**config.mk**
```make
export PLATFORM = sky130hd
export DESIGN_NAME = eep_i2c_slave
export DESIGN_NICKNAME = d
export VERILOG_FILES = /design/src/rtl/eep_pkg.sv /design/src/rtl/eep_bus_edges.sv /design/src/rtl/eep_page_buf.sv /design/src/rtl/eep_array.sv /design/src/rtl/eep_i2c_slave.sv
export SDC_FILE = /design/constraint.sdc
export NUM_CORES = 2
export LEC_CHECK = 0
export ABC_AREA = 1
export BUFFER_PORTS_ARGS = -buffer_cell sky130_fd_sc_hd__buf_2
export CAP_MARGIN = 20
export CORE_MARGIN = 2
export CORE_UTILIZATION = 34
export CTS_CLUSTER_DIAMETER = 100
export DETAILED_ROUTE_END_ITERATION = 6
export HOLD_SLACK_MARGIN = 0.08
export PLACE_DENSITY_LB_ADDON = 0.2
export SLEW_MARGIN = 25
export SYNTH_ARGS = -nofsm -noshare
export SYNTH_HDL_FRONTEND = slang
export SYNTH_SLANG_ARGS = --single-unit
```
**constraint.sdc**
```tcl
create_clock -name clk -period 2.66 [get_ports clk]
set_input_delay 0 -clock clk [delete_from_list [all_inputs] [get_ports clk]]
set_output_delay 0 -clock clk [all_outputs]
set_load 0.01 [all_outputs]
```
**src/rtl/eep_pkg.sv**
```systemverilog
package eep_pkg;
    localparam int BYTE_W = 8;

    typedef enum logic [3:0] {
        ST_IDLE,
        ST_DEV,
        ST_DEV_ACK,
        ST_ADDR,
        ST_ADDR_ACK,
        ST_WDATA,
        ST_WDATA_ACK,
        ST_RDATA,
        ST_RDATA_ACK,
        ST_SKIP
    } eep_state_e;
endpackage

```
**src/rtl/eep_bus_edges.sv**
```systemverilog
module eep_bus_edges (
    input  logic clk,
    input  logic rst_n,
    input  logic scl_i,
    input  logic sda_i,
    output logic scl_rise,
    output logic scl_fall,
    output logic start_det,
    output logic stop_det
);
    logic scl_q;
    logic sda_q;

    always_ff @(posedge clk or negedge rst_n) begin
        if (!rst_n) begin
            scl_q <= 1'b1;
            sda_q <= 1'b1;
        end else begin
            scl_q <= scl_i;
            sda_q <= sda_i;
        end
    end

    assign scl_rise  = !scl_q && scl_i;
    assign scl_fall  = scl_q && !scl_i;
    assign start_det = scl_q && scl_i && sda_q && !sda_i;
    assign stop_det  = scl_q && scl_i && !sda_q && sda_i;
endmodule

```
**src/rtl/eep_page_buf.sv**
```systemverilog
module eep_page_buf #(
    parameter int ENTRIES = 16,
    parameter int DW      = 8
) (
    input  logic                       clk,
    input  logic                       rst_n,
    input  logic                       clr,
    input  logic                       we,
    input  logic [$clog2(ENTRIES)-1:0] wr_off,
    input  logic [DW-1:0]              wr_data,
    input  logic [$clog2(ENTRIES)-1:0] rd_off,
    output logic [DW-1:0]              rd_data,
    output logic                       rd_valid,
    output logic                       any_valid
);
    localparam int OW = $clog2(ENTRIES);

    logic [DW-1:0]      data_q [ENTRIES];
    logic [ENTRIES-1:0] valid_q;

    for (genvar g = 0; g < ENTRIES; g++) begin : g_slot
        always_ff @(posedge clk or negedge rst_n) begin
            if (!rst_n) begin
                data_q[g]  <= '0;
                valid_q[g] <= 1'b0;
            end else if (clr) begin
                valid_q[g] <= 1'b0;
            end else if (we && (wr_off == OW'(g))) begin
                data_q[g]  <= wr_data;
                valid_q[g] <= 1'b1;
            end
        end
    end

    assign rd_data   = data_q[rd_off];
    assign rd_valid  = valid_q[rd_off];
    assign any_valid = |valid_q;
endmodule

```
**src/rtl/eep_array.sv**
```systemverilog
module eep_array #(
    parameter int            DEPTH  = 256,
    parameter int            DW     = 8,
    parameter logic [DW-1:0] ERASED = '1
) (
    input  logic                     clk,
    input  logic                     rst_n,
    input  logic                     we,
    input  logic [$clog2(DEPTH)-1:0] waddr,
    input  logic [DW-1:0]            wdata,
    input  logic [$clog2(DEPTH)-1:0] raddr,
    output logic [DW-1:0]            rdata
);
    logic [DW-1:0] cells [DEPTH];

    always_ff @(posedge clk or negedge rst_n) begin
        if (!rst_n) begin
            for (int i = 0; i < DEPTH; i++) cells[i] <= ERASED;
            rdata <= ERASED;
        end else begin
            if (we) cells[waddr] <= wdata;
            rdata <= cells[raddr];
        end
    end
endmodule

```
**src/rtl/eep_i2c_slave.sv**
```systemverilog
module eep_i2c_slave
    import eep_pkg::*;
#(
    parameter logic [2:0] DEV_SEL     = 3'b000,
    parameter int         MEM_DEPTH   = 256,
    parameter int         PAGE_BYTES  = 16,
    parameter int         BUSY_CYCLES = 400
) (
    input  logic clk,
    input  logic rst_n,
    input  logic scl_i,
    input  logic sda_i,
    input  logic wp_i,
    input  logic supply_low_i,
    output logic sda_pull_o
);
    localparam int AW = $clog2(MEM_DEPTH);
    localparam int OW = $clog2(PAGE_BYTES);
    localparam int CW = $clog2(BUSY_CYCLES + 1);

    logic scl_rise, scl_fall, start_det, stop_det;
    eep_state_e state, state_d;
    logic [3:0]        bitcnt;
    logic [BYTE_W-1:0] shreg, tx;
    logic              rw_q, nack_q;
    logic [AW-1:0]     ptr;
    logic [CW-1:0]     busy_cnt;
    logic              busy;
    logic              commit_on;
    logic [OW-1:0]     commit_idx;
    logic              byte_done, rx_state, ack_state, dev_match, commit_ok;
    logic              buf_we, buf_clr, buf_valid, buf_any;
    logic [BYTE_W-1:0] buf_rdata, mem_rdata;
    logic              mem_we;
    logic [AW-1:0]     mem_waddr;

    eep_bus_edges u_edges (
        .clk       (clk),
        .rst_n     (rst_n),
        .scl_i     (scl_i),
        .sda_i     (sda_i),
        .scl_rise  (scl_rise),
        .scl_fall  (scl_fall),
        .start_det (start_det),
        .stop_det  (stop_det)
    );

    assign busy      = (busy_cnt != '0);
    assign byte_done = scl_fall && (bitcnt == 4'd8);
    assign rx_state  = (state == ST_DEV) || (state == ST_ADDR) || (state == ST_WDATA);
    assign ack_state = (state == ST_DEV_ACK) || (state == ST_ADDR_ACK) ||
                       (state == ST_WDATA_ACK) || (state == ST_RDATA_ACK);
    assign dev_match = (shreg[7:1] == {4'b1010, DEV_SEL});
    assign commit_ok = !busy && stop_det && buf_any && !wp_i && !supply_low_i &&
                       ((state == ST_WDATA) || (state == ST_WDATA_ACK));

    assign buf_we    = !busy && byte_done && (state == ST_WDATA);
    assign buf_clr   = !busy && byte_done && (state == ST_ADDR);
    assign mem_we    = commit_on && buf_valid;
    assign mem_waddr = {ptr[AW-1:OW], commit_idx};

    eep_page_buf #(
        .ENTRIES (PAGE_BYTES),
        .DW      (BYTE_W)
    ) u_page (
        .clk       (clk),
        .rst_n     (rst_n),
        .clr       (buf_clr),
        .we        (buf_we),
        .wr_off    (ptr[OW-1:0]),
        .wr_data   (shreg),
        .rd_off    (commit_idx),
        .rd_data   (buf_rdata),
        .rd_valid  (buf_valid),
        .any_valid (buf_any)
    );

    eep_array #(
        .DEPTH (MEM_DEPTH),
        .DW    (BYTE_W)
    ) u_mem (
        .clk   (clk),
        .rst_n (rst_n),
        .we    (mem_we),
        .waddr (mem_waddr),
        .wdata (buf_rdata),
        .raddr (ptr),
        .rdata (mem_rdata)
    );

    // Next-state logic
    always_comb begin
        state_d = state;
        if (busy || stop_det) begin
            state_d = ST_IDLE;
        end else if (start_det) begin
            state_d = ST_DEV;
        end else begin
            unique case (state)
                ST_IDLE:      state_d = ST_IDLE;
                ST_DEV:       if (byte_done) state_d = dev_match ? ST_DEV_ACK : ST_SKIP;
                ST_DEV_ACK:   if (scl_fall)  state_d = rw_q ? ST_RDATA : ST_ADDR;
                ST_ADDR:      if (byte_done) state_d = ST_ADDR_ACK;
                ST_ADDR_ACK:  if (scl_fall)  state_d = ST_WDATA;
                ST_WDATA:     if (byte_done) state_d = ST_WDATA_ACK;
                ST_WDATA_ACK: if (scl_fall)  state_d = ST_WDATA;
                ST_RDATA:     if (byte_done) state_d = ST_RDATA_ACK;
                ST_RDATA_ACK: if (scl_fall)  state_d = nack_q ? ST_SKIP : ST_RDATA;
                ST_SKIP:      state_d = ST_SKIP;
                default:      state_d = ST_IDLE;
            endcase
        end
    end

    // State register
    always_ff @(posedge clk or negedge rst_n) begin
        if (!rst_n) state <= ST_IDLE;
        else        state <= state_d;
    end

    // Datapath, pointer, busy window and commit sequencing
    always_ff @(posedge clk or negedge rst_n) begin
        if (!rst_n) begin
            bitcnt     <= '0;
            shreg      <= '0;
            tx         <= '0;
            rw_q       <= 1'b0;
            nack_q     <= 1'b0;
            ptr        <= '0;
            busy_cnt   <= '0;
            commit_on  <= 1'b0;
            commit_idx <= '0;
        end else if (busy) begin
            busy_cnt <= busy_cnt - CW'(1);
            if (commit_on) begin
                commit_idx <= commit_idx + OW'(1);
                if (commit_idx == OW'(PAGE_BYTES - 1)) commit_on <= 1'b0;
            end
        end else if (commit_ok) begin
            busy_cnt   <= CW'(BUSY_CYCLES);
            commit_on  <= 1'b1;
            commit_idx <= '0;
        end else if (start_det) begin
            bitcnt <= '0;
        end else begin
            if (scl_rise && rx_state && (bitcnt != 4'd8)) begin
                shreg  <= {shreg[6:0], sda_i};
                bitcnt <= bitcnt + 4'd1;
            end
            if (scl_rise && (state == ST_RDATA) && (bitcnt != 4'd8))
                bitcnt <= bitcnt + 4'd1;
            if (scl_fall && (state == ST_RDATA) && (bitcnt != 4'd8))
                tx <= {tx[6:0], 1'b0};
            if (scl_rise && (state == ST_RDATA_ACK))
                nack_q <= sda_i;
            if (byte_done) begin
                unique case (state)
                    ST_DEV:   rw_q <= shreg[0];
                    ST_ADDR:  ptr <= shreg[AW-1:0];
                    ST_WDATA: ptr[OW-1:0] <= ptr[OW-1:0] + OW'(1);
                    ST_RDATA: ptr <= ptr + AW'(1);
                    default:  ;
                endcase
            end
            if (scl_fall && ack_state) bitcnt <= '0;
            if (scl_fall && (state == ST_DEV_ACK) && rw_q) tx <= mem_rdata;
            if (scl_fall && (state == ST_RDATA_ACK) && !nack_q) tx <= mem_rdata;
        end
    end

    // Output logic
    always_comb begin
        sda_pull_o = 1'b0;
        unique case (state)
            ST_DEV_ACK, ST_ADDR_ACK, ST_WDATA_ACK: sda_pull_o = 1'b1;
            ST_RDATA:                              sda_pull_o = !tx[7];
            default:                               sda_pull_o = 1'b0;
        endcase
    end
endmodule

```
# Word level (Yosys, flattened, before mapping)
# Index checks and enable logic that the tools add are counted.
# word_totals
regBits,2250
latch_bits,0
ram_bits,0
rom_bits,0
inputBits,6
output_inout_bits,1
mem_count,0
# classes
add_sub_neg,5
mul,0
div_mod_pow,0
magnitude_cmp,5
n_eq_ne,36
n_shift,0
n_mux,75
n_bitwise,7
n_reduce_logical,113
# op_table
cell,n
2048-bit bitwise mux,1
4-bit two-way mux,18
8-bit binary-select mux with 8-bit select,1
8-bit demux with 8-bit select,1
8-bit two-way mux,8
4-bit equality test (second input constant),12
1-bit logical AND,46
1-bit two-way mux,37
2-bit nonzero test,18
2-bit AND reduction,17
8-bit binary-select mux with 4-bit select,1
4-bit by 3-bit equality test with 1-bit output (second input constant),8
4-bit one-hot mux with 8 select lines,1
4-bit by 3-bit inequality test with 1-bit output (second input constant),5
9-bit >= comparator (second input constant),2
9-bit two-way mux,2
8-bit inverter with 9-bit output,2
4-bit by 2-bit equality test with 1-bit output (second input constant),4
16-bit OR reduction,1
5-bit AND reduction,3
4-bit by 1-bit adder with 4-bit output (second input constant),3
4-bit one-hot mux with 3 select lines,1
4-bit AND reduction,3
1-bit zero test,9
25 further kinds,37

# Longest topological paths before layout
# depth
depth_word,10
depth_mapped,17

# By module
# A second synthesis with hierarchy kept.
# hier_totals
hier_cells,12930
hier_area_um2,105072.0
# by_module_without_submodules
module,instances,cells_per_inst,area_per_inst_um2,seq_area_each_um2
eep_array,1,11574,95083.7,54021.8
eep_page_buf,1,930,6914.1,3603.5
eep_i2c_slave,1,413,2980.4,1201.2
eep_bus_edges,1,13,93.8,52.6

# Worst setup path before layout
# Ideal clock, no wire load.
# synth_path
kind,reg-to-reg
start,register ptr[0]
end,register u_page.data_q[62] (netlist name)
setup_time_ns,0.133
arrival_ns,2.220
required_ns,2.527
slack_ns,0.306
path_stages_with_launch,12
path_buffers,6
path_cell_list,dfrtp_1 -> buf_2 -> inv_2 -> buf_2 -> buf_2 -> buf_2 -> clkbuf_1 -> ha_1 -> nand3_1 -> clkbuf_1 -> nand2_1 -> o21ai_0
# synth_via
elab_chain_cells,3
# synth_lines
element,line,rtl
from (decl),eep_i2c_slave.sv:26,logic [AW-1:0] ptr;
from (signal assigned),eep_i2c_slave.sv:159,ST_ADDR: ptr <= shreg[AW-1:0];
"from (signal, indexed assignment)",eep_i2c_slave.sv:160,ST_WDATA: ptr[OW-1:0] <= ptr[OW-1:0] + OW'(1);
from (signal assigned),eep_i2c_slave.sv:161,ST_RDATA: ptr <= ptr + AW'(1);
4-bit equality test,eep_page_buf.sv:28,end else if (we && (wr_off == OW'(g))) begin
1-bit logical AND,eep_page_buf.sv:28,
2-bit AND reduction (no line),--,
"to (signal, indexed assignment)",eep_page_buf.sv:29,data_q[g] <= wr_data;
to (decl),eep_page_buf.sv:18,logic [DW-1:0] data_q [ENTRIES];
# Every way passes these cells.
# A chain may end at the register's enable or synchronous reset.

# Worst setup path after layout
# layout_path
start,register ptr[0]
end,register u_mem.rdata[2]
# layout_via
elab_chain_cells,4
# layout_lines
element,line,rtl
8-bit inverter with 9-bit output (implied by the code),eep_array.sv:22,rdata <= cells[raddr];
8-bit binary-select mux with 8-bit select,eep_array.sv:22,
8-bit two-way mux (implied by the code) (2 in a row),eep_array.sv:22,
to (signal assigned),eep_array.sv:22,
to (decl),eep_array.sv:12,output logic [DW-1:0] rdata
# Every way passes these cells. The select of a mux whose other input is x is not followed.

==> impl_metrics.toml <==
[outcome]
status = "finished with violations"
violations = "negative setup slack"

[setup_path]
path_cells = "buf_4 > clkinv_16 > buf_12 > buf_4 > buf_4 > o21ai_0 > nand2_1 > nand2_1 > nand2_1 > o21ai_2 > nand2_1 > buf_12 > nor2_1 > nor2_1 > nor2_4 > nand2_1"
crit_type = "register to register"
crit_buf_inv = 6
r2r_cells = 16
cpLargestDelayFamily = "buffers and inverters"
cpMostUsedCell = "nand2_1"
crit_path_start_kind = "register"
cp-end-kind = "register"
critPathRequiredTime_ns = 3.47
cp.depth = 16
cpPeakStageDelay_ns = 0.43
slowest_stage = "dfrtp_4"
path_max_fanout = 23
crit_arrival_ns = 3.59

[logic_synthesis]
netlist_area_um2 = 109200
synth_top_area_cell = "dfstp_2"
synth.distinct_cells = 42
synth_seq_area_share_pct = 53.93
yosys_warnings = 0
synth_seq_cells = 2250
synth_cells = 14130
syn-num-nets = 14150
synth.avg_cell_area_um2 = 7.724
synthTopCellsByArea = "dfstp_2 50%, nand2_1 20%, o21ai_0 12%"
synth_top_area_share_pct = 49.53

[clock_tree]
clock_latency_ns = 0.91
root_buffer = "clkbuf_16"
cts.sinks = 2250
cts_tree = "built"
clkTransAtPathRegs_ns = 0.06
cts_max_path_buffers = 4
numCtsBuffers = 269
cts_max_level = 5

[pwr]
power_density_nw_per_um2 = 567.0
irDropWorstVdd_v = 0.0005176
p_leak_nw = 54.89

[global_routing]
grt_max_degree = 75
antenna_found_initial = 15
grtUsageTotal_pct = 22.79
grt_pass1_vias = 89070
grt.overflow.total = 0
grt_pass1_wl_mm = 573.3

[placement]
gp_congestion = 0.8658
hpwl_mm = 243.4
numPortBuffers = 6
placed_cells = 18420

[die]
pin_count = 7
die_y_um = 570.6
die_w_um = 570.6
die_area_um2 = 325600
initial_core_util_pct = 34.08
fp-row-count = 208
coreArea_um2 = 320400

[job]
max_cap_viol_count = 0

[timing]
finalSetupViolCount = 4
fin_skew_ns = 0.05895
worstMarginPinSlew_ns = 0.9903
setup_ws_ns = -0.1136
max_freq_mhz = 360.5
rsz0062_at_grt = "yes"
post-route-min-period_ns = 2.774
max-slew-margin-rel_pct = 33.98
whs_ns = 0.1609
final_hold_viol_count = 0
post-route-period-util_pct = 104.3
slew_viol_final = 0

[finish]
nets = 14540
drive_gt1_share_pct = 26.14
fin_cells = 19030
area_delta_synth_final_pct = 23.26
final.fill_count = 32570
final_cell_mix = "5760 x nand2_1, 2251 x o21ai_0, 2058 x dfstp_2"
final_common_cell = "nand2_1"

[drt]
first_pass_iters = 5
routedWlPerCell_um = 20.46
postRouteAntennaNets = 0
routed_wl_mm = 389.5
avgViaCountPerCell = 4.898
drc = 0
dr.first_iter.drc_count = 7883
vias = 93230

[worst_hold_path]
min_path_type = "primary input to async pin"
==> layout make-up <==
type                    instances  area, um2  share of cell area [%]
clock buffers                 404       7925                   5.890
multi-input cells           10050      43710                   32.49
flip-flops and latches       2250      58890                   43.76
clock inverters                62      828.3                  0.6155
repair buffers               1081      14440                   10.73
diodes                         10      25.02                 0.01860
well taps                    4305       5386                   4.003
inverters                     866       3321                   2.468
repair inverters                2      32.53                 0.02418
==> final timing paths <==
kind	startpoint	endpoint	slack [ns]
max in group asynchronous	rst_n	u_mem.cells[766]	1.65
setup reg to reg	ptr[0]	u_mem.rdata[2]	-0.11
min in group clk	scl_i	tx[0]	0.17
hold / removal	rst_n	u_mem.cells[1183]	0.16
hold reg to reg	u_mem.cells[1703]	u_mem.cells[1703]	0.46
setup / recovery	ptr[0]	u_mem.rdata[2]	-0.11
==> cells in the mapped netlist, drive strengths merged <==
| cell | instances |
|---|---|
| a211oi | 1 |
| a21oi | 18 |
| a22o | 16 |
| a31oi | 3 |
| and3b | 1 |
| buf | 276 |
| clkbuf | 690 |
| dfrtp | 192 |
| dfstp | 2058 |
| ha | 12 |
| inv | 866 |
| mux2i | 7 |
| nand2 | 5859 |
| nand3 | 374 |
| nand4 | 12 |
| nor2 | 810 |
| nor3 | 9 |
| nor3b | 1 |
| nor4 | 2 |
| o2111ai | 1 |
| o211ai | 4 |
| o21a | 1 |
| o21ai | 2875 |
| o22a | 1 |
| o22ai | 34 |
| o31ai | 2 |
| or2 | 1 |
| xor2 | 7 |
==> power breakdown <==
part	leakage (nW)	switching [W]	internal, W	total [W]
clock	4.30	0.0153	0.0221	0.0373
combinational	26.8	0.00309	0.00138	0.00447
sequential	23.8	0.0000368	0.0344	0.0345
==> logic make-up after synthesis <==
family                     Yosys count  share of synthesized area, %
buffers and inverters             1832                         6.689
xor gates and xnor gates             7                       0.05616
muxes                                7                       0.06419
adders and majority gates           12                        0.1375
DFF                               2250                         53.93
and+or+nand+nor                   7069                         25.19
AOI/OAI and AO/OA                 2956                         13.93
==> metrics by stage <==
step           setup WS [ns]  utilization (%)  TNS, ns  area (um2)  power, W
6_report             -0.1136            42.00  -0.2829      134600   0.07630
2_1_floorplan         0.3065                -        0      109200   0.03666
3_3_place_gp         -0.5868            38.31   -66.12      122700   0.03926
5_1_grt              -0.2172            42.00   -1.477      134600   0.07890
3_5_place_dp         -0.5184            38.31   -75.67      122700   0.03925
4_1_cts              -0.1881            41.30  -0.8487      132300   0.07703
==> registers in the layout, summed over array words and instances (netlist names), 4 cells and up <==
signal,cells
ptr,8
busy_cnt,9
u_page.valid_q,16
u_page.data_q,128
state,4
bitcnt,4
u_mem.rdata,8
u_mem.cells,2048
tx,8
commit_idx,4
shreg,8
==> layer usage <==
| metal | routed length, um | up-vias | global-route usage, % |
|---|---|---|---|
| li1 | - | 45430 | - |
| met5 | 13 | - | 0 |
| met2 | 178100 | 2236 | 36.53 |
| met1 | 178700 | 45060 | 32.09 |
| met4 | 11860 | 2 | 6.507 |
| met3 | 20870 | 509 | 2.994 |
==> what timing repair did <==
action / CTS / global route
endpoints found under the hold margin: 1362 / 0
gates cloned: 7 / 38
endpoints found under the setup margin: 1235 / 1283
hold buffers: 7 / 0
pin swaps: 12 / 41
resized for setup: 79 / 586
buffers inserted: 26 / 55
(Power assumes the default switching activity.)
